### src/rtl/txcred_gate.sv
module txcred_gate #(
  parameter int HW  = 8,
  parameter int DW  = 12,
  parameter int CW  = 9,
  parameter int HGB = 64,
  parameter int DGB = 128,
  parameter int GTH = 128
) (
  input  logic          clk,
  input  logic          rst_n,
  input  logic          cnt_mode,
  input  logic          adv_upd,
  input  logic [HW-1:0] adv_hdr_p,
  input  logic [DW-1:0] adv_dat_p,
  input  logic [HW-1:0] adv_hdr_np,
  input  logic [DW-1:0] adv_dat_np,
  input  logic [HW-1:0] adv_hdr_cpl,
  input  logic [DW-1:0] adv_dat_cpl,
  input  logic [2:0]    req,
  input  logic [CW-1:0] dcost_p,
  input  logic [CW-1:0] dcost_np,
  input  logic [CW-1:0] dcost_cpl,
  input  logic          np_done,
  output logic [2:0]    gnt,
  output logic [HW-1:0] np_outstanding
);
  localparam int NC = 3;
  localparam logic [HW-1:0] OMAX = '1;

  logic [HW-1:0] advh [NC];
  logic [DW-1:0] advd [NC];
  logic [CW-1:0] dc   [NC];
  logic [HW-1:0] ah   [NC];
  logic [DW-1:0] ad   [NC];
  logic [NC-1:0] gh, gd, ok;
  logic [HW-1:0] nph_init, outst;

  assign advh = '{adv_hdr_p, adv_hdr_np, adv_hdr_cpl};
  assign advd = '{adv_dat_p, adv_dat_np, adv_dat_cpl};
  assign dc   = '{dcost_p, dcost_np, dcost_cpl};

  function automatic logic [HW-1:0] hsub(input logic [HW-1:0] a, input logic b);
    return (b && a != '0) ? a - 1'b1 : a;
  endfunction

  function automatic logic [DW-1:0] dsub(input logic [DW-1:0] a, input logic [CW-1:0] c);
    return ({1'b0, a} >= (DW+1)'(c)) ? a - DW'(c) : '0;
  endfunction

  always_comb begin
    for (int i = 0; i < NC; i++) begin
      logic [HW:0] hneed;
      logic [DW:0] dneed;
      logic        hok;
      hneed = (HW+1)'(1) + (gh[i] ? (HW+1)'(HGB) : '0);
      dneed = (DW+1)'(dc[i]) + (gd[i] ? (DW+1)'(DGB) : '0);
      hok   = {1'b0, ah[i]} >= hneed;
      if (i == 1 && cnt_mode) hok = outst < nph_init;
      ok[i] = req[i] && hok && ({1'b0, ad[i]} >= dneed);
    end
  end

  assign gnt = ok[2] ? 3'b100 : ok[0] ? 3'b001 : ok[1] ? 3'b010 : 3'b000;
  assign np_outstanding = outst;

  always_ff @(posedge clk or negedge rst_n) begin
    if (!rst_n) begin
      for (int i = 0; i < NC; i++) begin
        ah[i] <= '0;
        ad[i] <= '0;
      end
      gh <= '0;
      gd <= '0;
      nph_init <= '0;
    end else begin
      for (int i = 0; i < NC; i++) begin
        if (adv_upd) begin
          ah[i] <= hsub(advh[i], gnt[i]);
          ad[i] <= dsub(advd[i], gnt[i] ? dc[i] : '0);
          gh[i] <= {1'b0, advh[i]} >= (HW+1)'(GTH);
          gd[i] <= {1'b0, advd[i]} >= (DW+1)'(GTH);
        end else if (gnt[i]) begin
          ah[i] <= hsub(ah[i], 1'b1);
          ad[i] <= dsub(ad[i], dc[i]);
        end
      end
      if (adv_upd) nph_init <= adv_hdr_np;
    end
  end

  wire up = gnt[1] && outst != OMAX;
  wire dn = np_done && outst != '0;

  always_ff @(posedge clk or negedge rst_n) begin
    if (!rst_n)          outst <= '0;
    else if (up && !dn)  outst <= outst + 1'b1;
    else if (dn && !up)  outst <= outst - 1'b1;
  end

  p_one_grant_r7: assert property (@(posedge clk) disable iff (!rst_n)
    $onehot0(gnt) && ((gnt & ~req) == 3'b000));

  p_hdr_charge_r2: assert property (@(posedge clk) disable iff (!rst_n)
    gnt[0] && !adv_upd |=> ah[0] == $past(ah[0]) - 1'b1);

  p_upd_load_r8: assert property (@(posedge clk) disable iff (!rst_n)
    adv_upd && !gnt[2] |=> ah[2] == $past(adv_hdr_cpl));

  p_np_cap_r5: assert property (@(posedge clk) disable iff (!rst_n)
    cnt_mode && gnt[1] |-> outst < nph_init);

  p_no_underflow_r6: assert property (@(posedge clk) disable iff (!rst_n)
    outst == '0 && !gnt[1] |=> outst == '0);
endmodule

### config.mk
export PLATFORM = sky130hd
export DESIGN_NAME = txcred_gate
export DESIGN_NICKNAME = d
export VERILOG_FILES = /design/src/rtl/txcred_gate.sv
export SDC_FILE = /design/constraint.sdc
export NUM_CORES = 1
export LEC_CHECK = 0
export ABC_AREA = 0
export CELL_PAD_IN_SITES_DETAIL_PLACEMENT = 1
export CELL_PAD_IN_SITES_GLOBAL_PLACEMENT = 2
export CORE_MARGIN = 5
export CORE_UTILIZATION = 35
export CTS_BUF_LIST = sky130_fd_sc_hd__clkbuf_8
export DETAILED_ROUTE_END_ITERATION = 6
export PLACE_DENSITY_LB_ADDON = 0.2
export SLEW_MARGIN = 0
export SYNTH_ARGS = -nofsm -noshare
export SYNTH_HDL_FRONTEND = slang
export SYNTH_SLANG_ARGS = --single-unit
### constraint.sdc
create_clock -name clk -period 5.2 [get_ports clk]
set_clock_uncertainty 0.1 [all_clocks]
set_input_delay 1.04 -clock clk [delete_from_list [all_inputs] [get_ports clk]]
set_output_delay 1.04 -clock clk [all_outputs]
set_load 0.1 [all_outputs]
* Word level (Yosys, flattened, before mapping)
Cells that the tools add are included.
** Word-level totals
- Flip-flop bits (word level) :: 82
- Output and inout bits :: 11
- Logic and storage cells :: 121
** Operators by class
- Add/subtract/negate cells :: 20
- Magnitude comparators :: 19
- Equality and inequality tests :: 1
- Multiplexer cells :: 39
- Reduce and logical (&&, ||, !) cells :: 32
** Operators by type and width (number)
- 2-to-1 mux 12 bit :: 12
- 2-to-1 mux 8 bit :: 17
- greater-or-equal comparator 12 x 9 -> 1 bit :: 6
- subtractor 12 x 9 -> 12 bit :: 6
- nonzero test 8 bit :: 7
- subtractor 8 x 1 -> 8 bit, second input constant :: 7
- greater-or-equal comparator 12 x 10 -> 1 bit :: 3
- greater-or-equal comparator 12 x 8 -> 1 bit, second input constant :: 3
- adder 9 x 8 -> 10 bit :: 3
- 2-to-1 mux 9 bit :: 3
- adder 1 x 7 -> 8 bit, first input constant :: 3
- greater-or-equal comparator 8 bit :: 3
- greater-or-equal comparator 8 bit, second input constant :: 3
- 2-to-1 mux 7 bit :: 3
- nonzero test 2 bit :: 7
- logical AND 1 bit :: 13
- adder 8 x 1 -> 8 bit, second input constant :: 1
- < comparator 8 bit :: 1
- != test 8 bit, second input constant :: 1
- AND reduction 2 bit :: 3
- 2-to-1 mux 2 bit :: 2
- 2-to-1 mux 3 bit :: 1
- logical NOT 1 bit :: 2
- 2-to-1 mux 1 bit :: 1

* Logic depth before layout (Yosys ltp)
- Word-level depth :: 14
- Depth in mapped cells :: 24

* Worst setup path after synthesis
Ideal clock, no wire load.
- Path kind :: input to register
- From :: in dcost_cpl[7]
- To :: reg ad[1] (netlist name)
- Library setup time :: 127 ps
- Arrival :: 6066 ps
- Required time :: 4973 ps
- Slack :: -1093 ps
- Cell stages on the path :: 24
- Path buffers :: 3
- Cell sequence :: ha_1 -> ha_1 -> inv_1 -> ha_1 -> o21ai_0 -> a21oi_1 -> nand3_1 -> o21bai_2 -> buf_4 -> inv_1 -> clkbuf_1 -> and2_1 -> ha_1 -> inv_1 -> fa_1 -> nand2_1 -> a21oi_1 -> o311ai_1 -> nand2b_1 -> a31o_2 -> o41a_1 -> buf_2 -> a221oi_1 -> nor2_1
** Between the ends
- Word-level cells in the longest chain between the ends :: 8
- Elaborated cells on any way between the ends :: 13
- Classes of those cells :: add/sub (2); order compare (3); mux (6); reduce/logical (2)
** RTL lines
- from (decl) :: RTL line 22 : input logic [CW-1:0] dcost_cpl,
- adder 9 x 8 -> 10 bit * :: RTL line 56 : dneed = (DW+1)'(dc[i]) + (gd[i] ? (DW+1)'(DGB) : '0);
- greater-or-equal comparator 12 x 10 -> 1 bit * :: RTL line 59 : ok[i] = req[i] && hok && ({1'b0, ad[i]} >= dneed);
- logical AND 1 bit * :: RTL line 59
- 2-to-1 mux 3 bit * :: RTL line 63 : assign gnt = ok[2] ? 3'b100 : ok[0] ? 3'b001 : ok[1] ? 3'b010 : 3'b000;
- named net gnt[2] :: RTL line 24 : output logic [2:0] gnt,
- 2-to-1 mux 9 bit :: RTL line 79 : ad[i] <= dsub(advd[i], gnt[i] ? dc[i] : '0);
- subtractor 12 x 9 -> 12 bit / greater-or-equal comparator 12 x 9 -> 1 bit (equally long branches) :: RTL line 47 : return ({1'b0, a} >= (DW+1)'(c)) ? a - DW'(c) : '0;
- 2-to-1 mux 12 bit :: RTL line 47
- 2-to-1 mux 12 bit :: RTL line 77 : if (adv_upd) begin
- to (signal, indexed assignment) :: RTL line 79
- to (signal, indexed assignment) :: RTL line 84 : ad[i] <= dsub(ad[i], dc[i]);
- to (decl) :: RTL line 34 : logic [DW-1:0] ad [NC];
Mark *: on every way through the listed nets, which the timed path passes. The rest lies on a longest branch. The select of a mux whose other input is x is not followed.
A chain may end at the register's enable or synchronous reset.

* Worst setup path in the final report
- From :: in dcost_cpl[2]
- To :: reg ad[25] (netlist name)
** Between the ends
- Word-level cells in the longest chain between the ends :: 8
- Elaborated cells on any way between the ends :: 10
- Classes of those cells :: add/sub (2); order compare (2); mux (4); reduce/logical (2)
** RTL lines (RTL line)
- adder 9 x 8 -> 10 bit * :: 56
- greater-or-equal comparator 12 x 10 -> 1 bit * :: 59
- logical AND 1 bit * :: 59
- 2-to-1 mux 3 bit * :: 63
- 2-to-1 mux 9 bit :: 79
- subtractor 12 x 9 -> 12 bit / greater-or-equal comparator 12 x 9 -> 1 bit (equally long branches) :: 47
- 2-to-1 mux 12 bit :: 47
- 2-to-1 mux 12 bit :: 77
Every way passes the cells marked *; elsewhere a longest branch is shown, timed or not.

==> run metrics <==
clock slew at reported path FFs=0.09 ns; chip height=163 um; worst slew pin tran=~1.2 ns; Area contributors post-synth=dfrtp_1 25%, ha_1 15%, nor2_1 5.0%; wire per inst=16.8 um; DR vias/cell=~5.2; Worst Setup End Kind=flop; Die ar.=26500 sq um; area share of the largest cell type after synthesis=0.251; leak pwr=roughly 5.1 nW; CTS tree=yes; Power, Total=~5.6 mW; share of layout cells above drive strength 1=0.228; die width=163 um; setup_tns=0 ns; Worst Setup Start Kind=input port; # IOs=between 100 and 150; CTS root buf=clkbuf_8; initial antenna violation count=0; Worst Hold Launch=ad[29]$_DFFE_PN0P_; Slew Limit Fails=0; run status=finished clean; Vias=~8000; Final Hold Viols=0; mean post-synth cell area=8.25 sq um; Seq/Total Area, Yosys=0.251; largest net degree at the start of global routing=57; vias in the first global route=8645; final net count=1440; peak supply drop=0.000262 V; critical-path maximum fanout=5; Worst Path Required=5.37 ns; Area Growth Syn to Fin=39.5%; Post-synth EDFFs=0; P_sw=2.66 mW; Worst Hold Depth=2; FF-to-FF Start=ad[0]$_DFFE_PN0P_; path depth of the worst reg2reg path=19; Main synth FF type=dfrtp_1; Initial DRC Count=about 230; Sw Ratio=0.478; maximum clock frequency=197 MHz; Min-Delay Endpoint=ad[29]$_DFFE_PN0P_; combinational share of power=0.711; initial core utilization=0.359; antenna cells=0; total track usage=0.197; Residual DRC=0; H-tree Lvls=3; fraction of registers with async set/reset=1.00; relative slew slack=0.228; Yosys reg bits=82; Post-Synthesis Cell Area=8170 sq um; core area=22800 sq um; PortBufs=105; fin area=~11000 sq um; Distinct cells, synth=between 70 and 80; worst r2r dst=ad[25]$_DFFE_PN0P_; first-pass GRT wire length=42900 um; sequential share of power=0.204; Clock Sinks=slightly above 80; post-route ant nets=0; power density over cell area=488 nW/um^2; Internal=2.90 mW; FP Rows=55; hold crit path type=flop to flop; Mapped Cells=990; syn_nets=approximately 1200; Routed WL=26200 um; clock buffer depth=2; Clk pwr share=0.085; Post-CTS Hold Buffers=0; CP arrival=5.25 ns; dpl cell area=between 10000 and 15000 sq um; Tmin final=5.09 ns; DP HPWL=20500 um; clk_lat worst skew=0.39 ns; Worst R2R Setup Slack=0.59 ns; number of CTS-inserted buffers=9; total global routing overflow=0; maxcap violations=0; critical path type=input port to flop; share of the cycle needed by the critical path after routing=0.978; post-synth top area cell=dfrtp_1; Final Wtd Congestion=0.842; synth warn=0; final number of setup-violating endpoints=0; Initial DRT Pass Iterations=4
-- cells in the final DEF (no fill, tap or decap), drive strengths merged, types with 8 or more instances in the layout --
master	Yosys	final
nor2b	16	16
dfrtp	82	82
mux2i	18	18
nor3	23	23
ha	100	100
a21o	17	17
a21boi	8	8
a21oi	47	47
o21a	12	12
buf	14	162
nand4	12	12
clkdlybuf4s50	0	87
a31oi	16	16
nor4	10	10
nand3	22	22
nor2	110	110
o21ai	57	57
or2	10	10
xor2	42	42
a211oi	11	11
or3	8	8
a221oi	25	25
xnor2	42	42
nand2	86	86
dlymetal6s2s	0	10
inv	91	95
clkbuf	12	10
-- worst max-delay path by stage --
stage / from / endpoint / slack (ns) / depth (start not counted)
2_1_floorplan: dcost_cpl[7] / ad[1]$_DFFE_PN0P_ / 0.01 / 24
3_3_place_gp: dcost_cpl[0] / ad[25]$_DFFE_PN0P_ / -0.58 / 19
3_5_place_dp: dcost_cpl[0] / ad[25]$_DFFE_PN0P_ / -0.65 / 19
4_1_cts: dcost_np[7] / np_outstanding[7]$_DFFE_PN0P_ / -0.02 / 23
5_1_grt: dcost_cpl[4] / ad[25]$_DFFE_PN0P_ / -0.04 / 20
6_report: dcost_cpl[2] / ad[25]$_DFFE_PN0P_ / 0.11 / 19
-- cells in the mapped netlist (all sizes together) (11+ instances only) --
library cell / count
a31oi: 16
a221oi: 25
xnor2: 42
nor2b: 16
a21o: 17
inv: 91
a21oi: 47
o21a: 12
nor3: 23
ha: 100
clkbuf: 12
nand4: 12
nor2: 110
mux2i: 18
xor2: 42
nand2: 86
o21ai: 57
dfrtp: 82
a211oi: 11
buf: 14
nand3: 22
-- power groups by stage --
stage          Combinational (mW)  Sequential (mW)  Clock (mW)
4_1_cts                      3.77             1.13       0.494
5_1_grt                      4.35             1.18       0.517
3_5_place_dp                 3.65             1.13           0
3_3_place_gp                 3.57             1.13           0
2_1_floorplan                2.20             1.28           0
6_report                     3.95             1.13       0.471
-- layer usage --
layer,global-route usage,routed length [um]
met2,0.349,13000
met5,0,0
met3,0.0316,811
met1,0.255,12000
met4,0.0332,386
-- state kept, by name, summed over array words and instances (netlist names) --
name            cells
np_outstanding      8
ad                 36
ah                 24
gd                  3
gh                  3
nph_init            8
-- cell type report --
type | instances | area, sq um
Timing Repair Buffer | 262 | 2290
Inverter | 91 | 344
Multi-Input combinational cell | 792 | 6140
Clock inverter | 7 | 61.3
Fill cell | 2716 | 11400
Tap cell | 313 | 392
Sequential cell | 82 | 2050
Clock buffer | 9 | 124
-- metrics by stage --
stage          cells  utilization  worst slack [ns]  hold WS [ns]
5_1_grt         1556        0.500           -0.0436         0.445
3_3_place_gp    1525        0.468            -0.582         0.373
6_report        1556        0.500             0.112         0.405
4_1_cts         1549        0.484           -0.0211         0.403
3_5_place_dp    1525        0.468            -0.654         0.382
2_1_floorplan    990            -            0.0102         0.350
-- timing repair --
item,in CTS,in global routing
gates cloned,2,1
gates resized for setup,29,71
pin swaps,17,35
buffers inserted,6,6
endpoints found under the setup margin,34,35
-- cell families (layout without fill, tap and decap cells) --
logic type | after synthesis | count (layout) | share of synthesized area
XOR/XNOR | 84 | 84 | 0.0901
adder cells (fa/ha/maj) | 107 | 107 | 0.170
AND/OR/NAND/NOR | 333 | 333 | 0.199
buffers and inverters | 117 | 369 | 0.0575
flip-flops | 82 | 82 | 0.251
AO/OA/AOI/OAI | 246 | 247 | 0.206
multiplexers | 21 | 21 | 0.0262
-- critical path, stage by stage --
cell	delay, ns
clkdlybuf4s50_1	0.51
inv_1	0.08
ha_2	0.20
and2_4	0.14
a311o_1	0.31
o21a_1	0.25
o21bai_4	0.23
and3_4	0.22
ha_2	0.17
inv_1	0.06
fa_2	0.34
a21o_1	0.21
a221oi_4	0.28
a21oi_2	0.11
a31oi_2	0.21
nor3b_2	0.10
o31a_1	0.39
a221oi_2	0.34
nor2_1	0.06
Power figures use the tool's default switching activity.
